[src/rtl/gfs_pkg.sv]
package gfs_pkg;
    localparam int unsigned N_PH  = 3;
    localparam int unsigned N_DRV = 2 * N_PH;
    localparam int unsigned IDX_W = $clog2(N_DRV);
    localparam int unsigned PH_W  = $clog2(N_PH);
    localparam int unsigned CNT_W = 8;
    localparam int unsigned THR_W = 2;
    localparam int unsigned CFG_W = 2 + THR_W + 2 * CNT_W;

    typedef struct packed {
        logic [CNT_W-1:0] blank;
        logic [CNT_W-1:0] dbnc;
        logic [THR_W-1:0] thr;
        logic             sc_en;
        logic             uv_en;
    } cfg_t;

    typedef struct packed {
        logic            valid;
        logic            kind_sc;
        logic            kind_uv;
        logic [PH_W-1:0] phase;
        logic            side;
    } status_t;

    localparam int unsigned ST_W = $bits(status_t);
endpackage

[src/rtl/gfs_sync.sv]
module gfs_sync #(
    parameter int unsigned W = 1
) (
    input  logic         clk,
    input  logic         rst_n,
    input  logic [W-1:0] din,
    output logic [W-1:0] dout
);
    typedef struct packed {
        logic [W-1:0] s1;
        logic [W-1:0] s2;
    } sync_t;

    sync_t st_d, st_q;

    always_comb begin
        st_d    = st_q;
        st_d.s1 = din;
        st_d.s2 = st_q.s1;
    end

    always_ff @(posedge clk) begin
        if (!rst_n) st_q <= '0;
        else        st_q <= st_d;
    end

    assign dout = st_q.s2;
endmodule

[src/rtl/gfs_cfg.sv]
module gfs_cfg
    import gfs_pkg::*;
#(
    parameter cfg_t RST_VAL = '0
) (
    input  logic             clk,
    input  logic             rst_n,
    input  logic             wr_valid,
    input  logic [CFG_W-1:0] wr_data,
    output cfg_t             cfg
);
    cfg_t cfg_d, cfg_q;

    always_comb begin
        cfg_d = cfg_q;
        if (wr_valid) cfg_d = cfg_t'(wr_data);
    end

    always_ff @(posedge clk) begin
        if (!rst_n) cfg_q <= RST_VAL;
        else        cfg_q <= cfg_d;
    end

    assign cfg = cfg_q;

    assert_cfg_load_R8: assert property (@(posedge clk) disable iff (!rst_n)
        wr_valid |=> (cfg_q == cfg_t'($past(wr_data))));
endmodule

[src/rtl/gfs_chan.sv]
module gfs_chan
    import gfs_pkg::*;
(
    input  logic             clk,
    input  logic             rst_n,
    input  logic             on,
    input  logic             uv_s,
    input  logic             ds_s,
    input  logic             uv_en,
    input  logic             sc_en,
    input  logic [CNT_W-1:0] dbnc,
    input  logic [CNT_W-1:0] blank,
    output logic             uv_hit,
    output logic             sc_hit
);
    typedef struct packed {
        logic [CNT_W-1:0] on_cnt;
        logic [CNT_W-1:0] uv_cnt;
    } chan_t;

    chan_t st_d, st_q;
    logic  uv_live;

    always_comb begin
        st_d    = st_q;
        uv_live = on && uv_en && uv_s;

        // cycles elapsed since gate turn-on, saturating at the blanking limit
        if (!on)                    st_d.on_cnt = '0;
        else if (st_q.on_cnt < blank) st_d.on_cnt = st_q.on_cnt + 1'b1;

        // consecutive qualified undervoltage cycles, saturating at debounce limit
        if (!uv_live)                st_d.uv_cnt = '0;
        else if (st_q.uv_cnt < dbnc) st_d.uv_cnt = st_q.uv_cnt + 1'b1;

        uv_hit = uv_live && (st_q.uv_cnt >= dbnc);
        sc_hit = on && sc_en && ds_s && (st_q.on_cnt >= blank);
    end

    always_ff @(posedge clk) begin
        if (!rst_n) st_q <= '0;
        else        st_q <= st_d;
    end

    assert_uv_idle_R3: assert property (@(posedge clk) disable iff (!rst_n)
        !on |=> (st_q.uv_cnt == '0));

    assert_blank_first_R6: assert property (@(posedge clk) disable iff (!rst_n)
        (on && !$past(on) && (blank != '0)) |-> !sc_hit);
endmodule

[src/rtl/gate_fault_supervisor.sv]
module gate_fault_supervisor
    import gfs_pkg::*;
#(
    parameter int unsigned DBNC_RST  = 3,
    parameter int unsigned BLANK_RST = 2
) (
    input  logic             clk,
    input  logic             rst_n,
    input  logic             chip_en,
    input  logic [N_PH-1:0]  pwm_hi,
    input  logic [N_PH-1:0]  pwm_lo,
    input  logic [N_DRV-1:0] uv_flag,
    input  logic [N_DRV-1:0] ds_flag,
    input  logic             cfg_wr_valid,
    input  logic [CFG_W-1:0] cfg_wr_data,
    output logic [N_PH-1:0]  gate_hi,
    output logic [N_PH-1:0]  gate_lo,
    output logic [THR_W-1:0] sc_thr_sel,
    output logic             fault_n,
    output logic [ST_W-1:0]  status
);
    localparam cfg_t CFG_RST = '{
        blank: CNT_W'(BLANK_RST),
        dbnc:  CNT_W'(DBNC_RST),
        thr:   '0,
        sc_en: 1'b1,
        uv_en: 1'b1
    };

    typedef struct packed {
        logic    fault;
        status_t stat;
    } sup_t;

    sup_t st_d, st_q;
    cfg_t cfg;

    logic [N_DRV-1:0] pwm_raw, pwm_s, uv_s, ds_s;
    logic [N_DRV-1:0] gate, uv_hit, sc_hit;
    logic             any_hit;
    logic [IDX_W-1:0] win_idx;

    // pack commands as index 2*phase+side (side 0 = high)
    for (genvar p = 0; p < N_PH; p++) begin : g_pack
        assign pwm_raw[2*p]     = pwm_hi[p];
        assign pwm_raw[2*p + 1] = pwm_lo[p];
        assign gate_hi[p]       = gate[2*p];
        assign gate_lo[p]       = gate[2*p + 1];
    end

    gfs_sync #(.W(3 * N_DRV)) i_sync (
        .clk   (clk),
        .rst_n (rst_n),
        .din   ({ds_flag, uv_flag, pwm_raw}),
        .dout  ({ds_s, uv_s, pwm_s})
    );

    gfs_cfg #(.RST_VAL(CFG_RST)) i_cfg (
        .clk      (clk),
        .rst_n    (rst_n),
        .wr_valid (cfg_wr_valid),
        .wr_data  (cfg_wr_data),
        .cfg      (cfg)
    );

    assign gate = pwm_s & {N_DRV{chip_en && !st_q.fault}};

    for (genvar i = 0; i < N_DRV; i++) begin : g_chan
        gfs_chan i_chan (
            .clk    (clk),
            .rst_n  (rst_n),
            .on     (gate[i]),
            .uv_s   (uv_s[i]),
            .ds_s   (ds_s[i]),
            .uv_en  (cfg.uv_en),
            .sc_en  (cfg.sc_en),
            .dbnc   (cfg.dbnc),
            .blank  (cfg.blank),
            .uv_hit (uv_hit[i]),
            .sc_hit (sc_hit[i])
        );
    end

    always_comb begin
        st_d    = st_q;
        any_hit = |(uv_hit | sc_hit);
        win_idx = '0;
        // lowest index with a hit wins
        for (int i = N_DRV - 1; i >= 0; i--) begin
            if (uv_hit[i] || sc_hit[i]) win_idx = IDX_W'(i);
        end

        if (!chip_en) begin
            st_d = '0;
        end else if (!st_q.fault && any_hit) begin
            st_d.fault        = 1'b1;
            st_d.stat.valid   = 1'b1;
            st_d.stat.kind_sc = sc_hit[win_idx];
            st_d.stat.kind_uv = uv_hit[win_idx];
            st_d.stat.phase   = PH_W'(win_idx >> 1);
            st_d.stat.side    = win_idx[0];
        end
    end

    always_ff @(posedge clk) begin
        if (!rst_n) st_q <= '0;
        else        st_q <= st_d;
    end

    assign fault_n    = !st_q.fault;
    assign status     = st_q.stat;
    assign sc_thr_sel = cfg.thr;

    assert_gates_off_R1: assert property (@(posedge clk) disable iff (!rst_n)
        st_q.fault |-> (gate_hi == '0 && gate_lo == '0));

    assert_fault_cause_R4: assert property (@(posedge clk) disable iff (!rst_n)
        $rose(st_q.fault) |-> $past(any_hit));

    assert_fault_sticky_R5: assert property (@(posedge clk) disable iff (!rst_n)
        (st_q.fault && chip_en) |=> st_q.fault);

    assert_status_hold_R9: assert property (@(posedge clk) disable iff (!rst_n)
        (st_q.fault && chip_en) |=> $stable(st_q.stat));
endmodule

[config.mk]
export PLATFORM = sky130hd
export DESIGN_NAME = gate_fault_supervisor
export DESIGN_NICKNAME = d
export VERILOG_FILES = /design/src/rtl/gfs_pkg.sv /design/src/rtl/gfs_sync.sv /design/src/rtl/gfs_cfg.sv /design/src/rtl/gfs_chan.sv /design/src/rtl/gate_fault_supervisor.sv
export SDC_FILE = /design/constraint.sdc
export NUM_CORES = 1
export LEC_CHECK = 0
export ABC_AREA = 1
export BUFFER_PORTS_ARGS = -buffer_cell sky130_fd_sc_hd__buf_2
export CAP_MARGIN = 20
export CORE_MARGIN = 3
export CORE_UTILIZATION = 30
export CTS_CLUSTER_DIAMETER = 100
export DETAILED_ROUTE_END_ITERATION = 10
export MAX_ROUTING_LAYER = met4
export PLACE_DENSITY = 0.49
export RECOVER_POWER = 25
export SLEW_MARGIN = 20
export SYNTH_ARGS = -nofsm -noshare
export SYNTH_HDL_FRONTEND = slang
export SYNTH_SLANG_ARGS = --single-unit
[constraint.sdc]
create_clock -name clk -period 4.8 [get_ports clk]
set_input_delay 0.96 -clock clk [delete_from_list [all_inputs] [get_ports clk]]
set_output_delay 0.96 -clock clk [all_outputs]
set_load 0.02 [all_outputs]
# After elaboration in Yosys (flattened, before gate mapping)
# Cells that the tools add are included.
op_classes:
  add_sub_neg: 12
  order_cmp: 25
  bitwise: 2
  n_mux: 10
  reduce_logical: 59
op_table:
  columns: ["cell", "n"]
  rows:
  - ["$add 8x1->8 const B", 12]
  - ["$ge 8x8->1", 12]
  - ["$lt 8x8->1", 12]
  - ["$logic_and 1x1->1", 38]
  - ["$reduce_and 2->1", 13]
  - ["$mux 3", 6]
  - ["$and 6x6->6", 1]
  - ["$bmux 1 s3", 2]
  - ["$logic_or 1x1->1", 6]
  - ["$or 6x6->6", 1]
  - ["$reduce_or 6->1", 1]
  - ["$lt 3x4->1 const B", 1]
  - ["$mux 1", 2]
  - ["$logic_not 1->1", 1]
totals:
  reg_bits: 158
  word_cells: 132
  in_bits: 42
  out_inout_bits: 15

# Logic depth before layout (Yosys ltp)
# Gate-level depths: netlist of the first run.
logic_depth:
  depth_word: 15
  ltp_mapped: 22

# Cells and area by module
# Synthesis of the first run repeated with hierarchy kept, for this count alone.
unflattened:
  cells_unflattened: 1646
  area_unflattened_um2: 10390.0
modules_own_cells:
  columns: ["module", "area_per_inst_um2", "seq_area_each_um2", "cells_each", "n_inst"]
  rows:
  - ["gfs_chan", 1337.5, 320.3, 222, 6]
  - ["gfs_sync", 1032.2, 720.7, 112, 1]
  - ["gfs_cfg", 803.3, 400.4, 117, 1]
  - ["gate_fault_supervisor", 529.3, 120.1, 85, 1]

# Worst setup path after synthesis of the first run
# OpenSTA, ideal clock, no wires.
synth_path:
  kind: "input-to-output"
  startpoint: "input port chip_en"
  endpoint: "output port gate_hi[0]"
  path_slack_ns: 2.402
  arrival_time_ns: 1.438
  path_stages: 5
  cell_sequence: "inv_1 -> nor2_4 -> nand2_1 -> inv_1 -> buf_4"
synth_between:
  elab_chain_len: 2
synth_rtl:
  columns: ["item", "line_no", "text"]
  rows:
  - ["start: declaration", "gate_fault_supervisor.sv:9", "input logic chip_en,"]
  - ["$logic_and 1x1->1", "gate_fault_supervisor.sv:66", "assign gate = pwm_s & {N_DRV{chip_en && !st_q.fault}};"]
  - ["$and 6x6->6", "gate_fault_supervisor.sv:66", null]
  - ["end: declaration", "gate_fault_supervisor.sv:16", "output logic [N_PH-1:0] gate_hi,"]
# Every way passes these cells.

# Worst setup path after layout of the first run
layout_path:
  startpoint: "input port rst_n"
  endpoint: "register g_chan[4].i_chan.st_q[2] in the netlist's numbering"
layout_between:
  elab_chain_len: 1
layout_rtl:
  columns: ["item", "line_no", "text"]
  rows:
  - ["start: declaration", "gate_fault_supervisor.sv:8", "input logic rst_n,"]
  - ["$reduce_and 2->1 (no source line)", null, null]
  - ["end signal: assignment", "gfs_chan.sv:42", "else st_q <= st_d;"]
  - ["end: declaration", "gfs_chan.sv:21", "chan_t st_d, st_q;"]
# Every way passes these cells.
# A chain may end at the register's enable or synchronous reset.

==> results of run 1 <==
==> state kept, by name (all words and copies together), names as in the netlist <==
| signal | cells |
|---|---|
| g_chan.i_chan.st_q | 96 |
| status | 6 |
| i_sync.st_d | 18 |
| i_cfg.cfg | 20 |
| i_sync.dout | 18 |
==> how the worst min path moves through the flow <==
stage | to | depth (start not counted)
global route | i_sync.dout[11] | 2
floorplan | i_sync.dout[0] | 2
finish | i_sync.dout[12] | 2
global placement | i_sync.dout[13] | 2
detailed placement | i_sync.dout[12] | 2
CTS | i_sync.dout[12] | 2
==> area by class of cell <==
cell class	instances	area, um^2	area share [%]
multi-input cells	788	4650	46.7
flip-flops and latches	158	3160	31.8
inverters	207	777	7.81
well taps	378	473	4.75
clock buffers	17	425	4.28
repair buffers	57	279	2.81
clock inverters	15	180	1.81
==> layout by cell type, fill, tap and decap left out, types with 3 or more instances in the layout <==
cell / count
clkbuf_16: 17
ha_1: 108
inv_6: 3
o21ai_1: 7
dfxtp_1: 158
nor3_1: 27
nand2_2: 17
nand4_1: 15
nor3_2: 4
o21a_1: 12
inv_1: 204
or2_2: 4
nand2_1: 212
nor2_1: 96
xnor2_1: 3
nand3b_1: 5
nor2_2: 3
o21ai_0: 78
nor3b_1: 15
nand3_1: 40
clkbuf_1: 5
inv_8: 5
xor2_1: 7
a21oi_1: 117
buf_2: 52
clkinv_8: 3
==> kinds of logic (layout without fill, tap and decap cells) <==
kind of cell,Yosys count,after routing,share of synthesized area [%]
buffers and inverters,225,296,10.1
and+or+nand+nor,444,444,22.9
DFF,158,158,36.4
xor gates and xnor gates,10,10,1.01
adders and majority gates,108,108,15.6
AOI/OAI and AO/OA,226,226,14.1
==> worst register-to-register path: cells and delay by family, from the launching register on <==
| family | cells | cell delay (ns) |
|---|---|---|
| AND/OR/NAND/NOR | 9 | 1.27 |
| buffers and inverters | 1 | 0.35 |
| adder cells (fa/ha/maj) | 1 | 0.33 |
| AO/OA/AOI/OAI | 2 | 0.32 |
| flip-flops | 1 | 0.30 |
==> per-layer routing <==
layer	part of all wire (%)	vias to the layer above	track usage [%]
met3	2.6	10	2.60
met2	45	81	22.7
met5	0	-	-
met1	52	3139	19.5
li1	-	3908	-
met4	0.68	0	2.77
==> report_power, final <==
group	internal, W	leakage [nW]	total (W)	switching, W
Combinational	0.0000670	3.01	0.000207	0.000140
Clock	0.000712	0.293	0.00139	0.000682
Sequential	0.00134	1.29	0.00135	0.0000130
==> Yosys cell counts (all sizes together) <==
cell | count | area share [%]
nand4 | 15 | 1.1
nor3b | 15 | 1.3
inv | 206 | 8.9
clkinv | 1 | 0.043
clkbuf | 9 | 0.39
a21o | 2 | 0.17
o21ai | 86 | 5.1
buf | 9 | 0.73
o21bai | 3 | 0.39
dfxtp | 158 | 36
a31oi | 1 | 0.072
o21ba | 1 | 0.12
xor2 | 7 | 0.71
nand2 | 229 | 10
nor3 | 32 | 2.2
a21oi | 118 | 6.8
o21a | 12 | 1.0
or2 | 6 | 0.43
nand3 | 40 | 2.3
a211oi | 2 | 0.29
and2 | 1 | 0.10
nor2 | 100 | 4.5
xnor2 | 3 | 0.30
ha | 108 | 16
nor4 | 1 | 0.14
nand3b | 5 | 0.43
o211ai | 1 | 0.086
==> stage by stage <==
step                setup slack [ns]  hold WS, ns
floorplan                       2.40        0.390
global placement                1.78        0.395
detailed placement              1.71        0.395
CTS                             1.91        0.414
global route                   0.995        0.433
finish                          1.36        0.413
==> metrics.txt, run 1 <==
antenna cell count 0; nets 1,379; Wirelength per Cell 12.9 um; CP Class input port to flop; via count 7,138; HP Start i_sync.st_d[12]; register area share after synthesis 36.4%; critical path arrival 3.79 ns; final worst path period share 71.7%; Worst Tran Pin Value 1.45 ns; Final Critical Period 3.44 ns; placed wire-length estimate 15,800 um; # fillers 2,968; DRC Markers 0; largest net degree at the start of global routing 31; Top cell by count, worst path inv_1; Static Leak 4.59 nW; area delta synth->final 14.5%; DRT iter0 DRCs 298; worst-path maximum fanout 29; worst-skew pair later-pin latency 0.44 ns; mean post-synth cell area 7.42 um^2; Num CTS Buffers 17; Vias/cell 4.41; grt total ovfl 0; final WL 21,000 um; total power 0.00295 W; crit path cell chain clkbuf_1 -> inv_1 -> nor2_1 -> inv_1 -> nor3_2 -> inv_1 -> nor3b_1; GP Congestion 0.799; share of cells above drive strength 1 9.98%; TritonRoute pass-1 iters 7; CTS tree yes; Worst Setup EP g_chan[4].i_chan.st_q[2]; Stages on worst setup path 7; Slew headroom 3.24%; Non-Filler Instances 1,620; first-pass GRT wire length 34,400 um; design area 9950 um^2; setup violators final 0; initial antenna violation count 0; PD cells 297 nW/um^2; Final Max Tran Viols 0; CP Data Required Time 5.15 ns; setup TNS 0 ns; Critical Path Start Type input port; Buf/Inv on CP 4; synthesized flop and latch total 158; Mapped Cells 1,171; I/O Buffers 56; Initial Util 30.8%; Reg2Reg Depth 13; Hold-fix buffers, CTS 0; cell area after synthesis 8690 um^2; worst reg2reg endpoint status[3]; HP Class flop to flop; Peak VDD IR 170 uV; area post-placement 9350 um^2; CTS Root Cell clkbuf_16; antenna-violating nets left 0; Core ar. 28,200 um^2; # H-tree levels 4; GRT Overall Usage 14.4%; sinks on the clock net 158; max cap viols 0; status finished clean; maximum clock insertion buffer count 2; FF-to-FF setup slack 2.17 ns; Critical R2R Launch i_cfg.cfg[9]; die width 176 um; Die Y 176 um; Ys Warns 0; crit-path max cell delay 1.01 ns; die area 31,000 um^2; post-layout util 35.3%; I/O Pins 57; Post-CTS Setup Inserts 0; Critical Path End Type flop; final hold vios 0; vias in the first global route 6,740; Worst Setup SP rst_n; Clock Pin Slew Worst Setup and Hold Paths 0.07 ns; RSZ-0062 raised after global routing no; DP Cell Count 1,588; # rows 61; CTS resizes 0; post-synthesis net count 1,321; Achievable Freq 290 MHz; slowest cell on the critical path clkbuf_1; Clock Skews 0.0216 ns; Yosys cell types 39; Top Family by Delay on Critical Path buffers and inverters
Power figures use the tool's default switching activity.
==> run 2: changes to the inputs <==
--- a/config.mk
+++ b/config.mk
@@ -13,7 +13,7 @@
 export CTS_CLUSTER_DIAMETER = 100
 export DETAILED_ROUTE_END_ITERATION = 10
 export MAX_ROUTING_LAYER = met4
-export PLACE_DENSITY = 0.49
+export PLACE_DENSITY = 0.51
 export RECOVER_POWER = 25
 export SLEW_MARGIN = 20
 export SYNTH_ARGS = -nofsm -noshare
==> constraint.sdc (replaced) <==
create_clock -name clk -period 2.9 [get_ports clk]
set_input_delay 0.58 -clock clk [delete_from_list [all_inputs] [get_ports clk]]
set_output_delay 0.58 -clock clk [all_outputs]
set_load 0.02 [all_outputs]
==> run 2 against run 1 <==
Net effect:
- power increased by 68%
- via count increased by 0.76%
- wire length decreased by 1.6%
==> metrics.txt, run 2 (synthesis gave the netlist of run 1 again) <==
Die Y 176 um; status finished clean; largest net degree at the start of global routing 58; Initial Util 30.8%; commonest cells after routing, fill and taps aside nand2_1, inv_1, dfxtp_1; setup violators final 0; I/O Buffers 56; I/O Pins 57; PD cells 496 nW/um^2; # rows 61; Clock Pin Slew Worst Setup and Hold Paths 0.07 ns; Critical Path Start Type flop; most common cell after layout, fill and taps aside nand2_1; crit-path max cell delay 0.33 ns; total power 0.00496 W; GP Congestion 0.775; CTS resizes 0; DRT iter0 DRCs 446; Top cell by count, worst path nand2_2; WHS Path Cells 3; max FFs per register 96; Slew headroom 19.4%; critical path arrival 2.91 ns; setup TNS 0 ns; slowest cell on the critical path o21ai_1; TritonRoute pass-1 iters 5; DRC Markers 0; Final Max Tran Viols 0; Static Leak 4.62 nW; Peak VDD IR 410 uV; Top Family by Delay on Critical Path simple AND/OR/NAND/NOR gates; CP Class flop to flop; post-layout util 35.5%; area delta synth->final 15.1%; # fillers 3,007; sinks on the clock net 158; CTS Root Cell clkbuf_16; Reg2Reg Depth 14; RSZ-0062 raised after global routing no; Clock Skews 0.0150 ns; Critical R2R Launch i_cfg.cfg[15]; Stages on worst setup path 14; maximum clock insertion buffer count 2; Vias/cell 4.43; Buf/Inv on CP 2; GRT Overall Usage 14.4%; # H-tree levels 4; HP Start uv_flag[2]; Wirelength per Cell 12.7 um; Biggest register g_chan.i_chan.st_q; FF-to-FF setup slack 0.32 ns; antenna cell count 0; Post-CTS Setup Inserts 0; Core ar. 28,200 um^2; initial antenna violation count 0; final hold vios 0; nets 1,382; antenna-violating nets left 0; CTS tree yes; HP Class input port to flop; max cap viols 0; crit path cell chain inv_1 -> ha_1 -> a21oi_1 -> o211ai_1 -> nand2_1 -> nand2_2 -> o21ai_1 -> nand2_2 -> nor2_2 -> nand2_2 -> nor3_4 -> inv_2 -> o21ai_1 -> nor2_1; Achievable Freq 388 MHz; grt total ovfl 0; Num CTS Buffers 17; placed wire-length estimate 15,700 um; first-pass GRT wire length 34,500 um; Final Critical Period 2.58 ns; Hold-fix buffers, CTS 0; final worst path period share 89.0%; final WL 20,600 um; CP Data Required Time 3.23 ns; hold worst-path end i_sync.st_d[8]; worst-path maximum fanout 9; die area 31,000 um^2; Worst Tran Pin Value 1.21 ns; worst-skew pair later-pin latency 0.44 ns; worst reg2reg endpoint status[4]; via count 7,192; vias in the first global route 6,792; share of cells above drive strength 1 10.4%; Critical Path End Type flop; die width 176 um
==> run 2: cell count changes in the layout (fill, tap and decap cells not counted), moves of 2 or more <==
cell        before  now
clkinvlp_4       1    4
clkbuf_8         0    3
clkbuf_1         5    1
buf_4            0    3
buf_2           52   55
inv_12           2    0
inv_8            5    0
clkinv_8         3    0
bufinv_16        0    3
==> run 2: through the flow <==
step | setup slack [ns] | instances | hold WS (ns) | cell area (um^2)
2_1_floorplan | 0.816 | 1171 | 0.390 | 8690
3_3_place_gp | 0.316 | 1591 | 0.396 | 9370
3_5_place_dp | 0.315 | 1591 | 0.400 | 9370
4_1_cts | 0.288 | 1623 | 0.303 | 10000
5_1_grt | 0.0520 | 1623 | 0.325 | 9990
6_report | 0.320 | 1623 | 0.328 | 9990
==> run 2: how the worst max path moves through the flow <==
| stage | start | endpoint | slack (ns) |
|---|---|---|---|
| final | i_cfg.cfg[15] | status[4] | 0.32 |
| after global routing | i_cfg.cfg[17] | status[3] | 0.05 |
| after CTS | i_cfg.cfg[15] | status[4] | 0.29 |
| after detailed placement | i_cfg.cfg[15] | status[4] | 0.31 |
| after global placement | i_cfg.cfg[15] | status[3] | 0.32 |
| after floorplan | i_cfg.cfg[17] | status[3] | 0.82 |
==> run 2: metal layers <==
metal / track usage, % / wire length [um] / vias to the layer above / share of wire (%)
li1: - / - / 3920 / -
met1: 19.5 / 10700 / 3170 / 52
met2: 22.1 / 9070 / 92 / 44
met3: 2.32 / 621 / 10 / 3.0
met4: 4.26 / 201 / 0 / 0.97
met5: - / 0 / - / 0
==> run 2: cell type report <==
class,count,area [um^2],share of cell area (%)
clock inverters,11,155,1.55
repair buffers,60,307,3.07
inverters,207,777,7.77
flip-flops and latches,158,3160,31.6
well taps,378,473,4.73
multi-input cells,788,4650,46.5
clock buffers,21,470,4.71
==> run 2: report_power, final <==
| part | internal [W] | switching [W] |
|---|---|---|
| logic | 0.000112 | 0.000222 |
| registers | 0.00221 | 0.0000214 |
| clock network | 0.00143 | 0.000957 |
| total | 0.00376 | 0.00120 |
==> run 2: worst reg2reg max path: stages, from the launching register on <==
cell,delay (ns)
dfxtp_1,0.30
inv_1,0.25
ha_1,0.32
a21oi_1,0.15
o211ai_1,0.10
nand2_1,0.08
nand2_2,0.12
o21ai_1,0.33
nand2_2,0.12
nor2_2,0.13
nand2_2,0.08
nor3_4,0.23
inv_2,0.08
o21ai_1,0.12
nor2_1,0.06
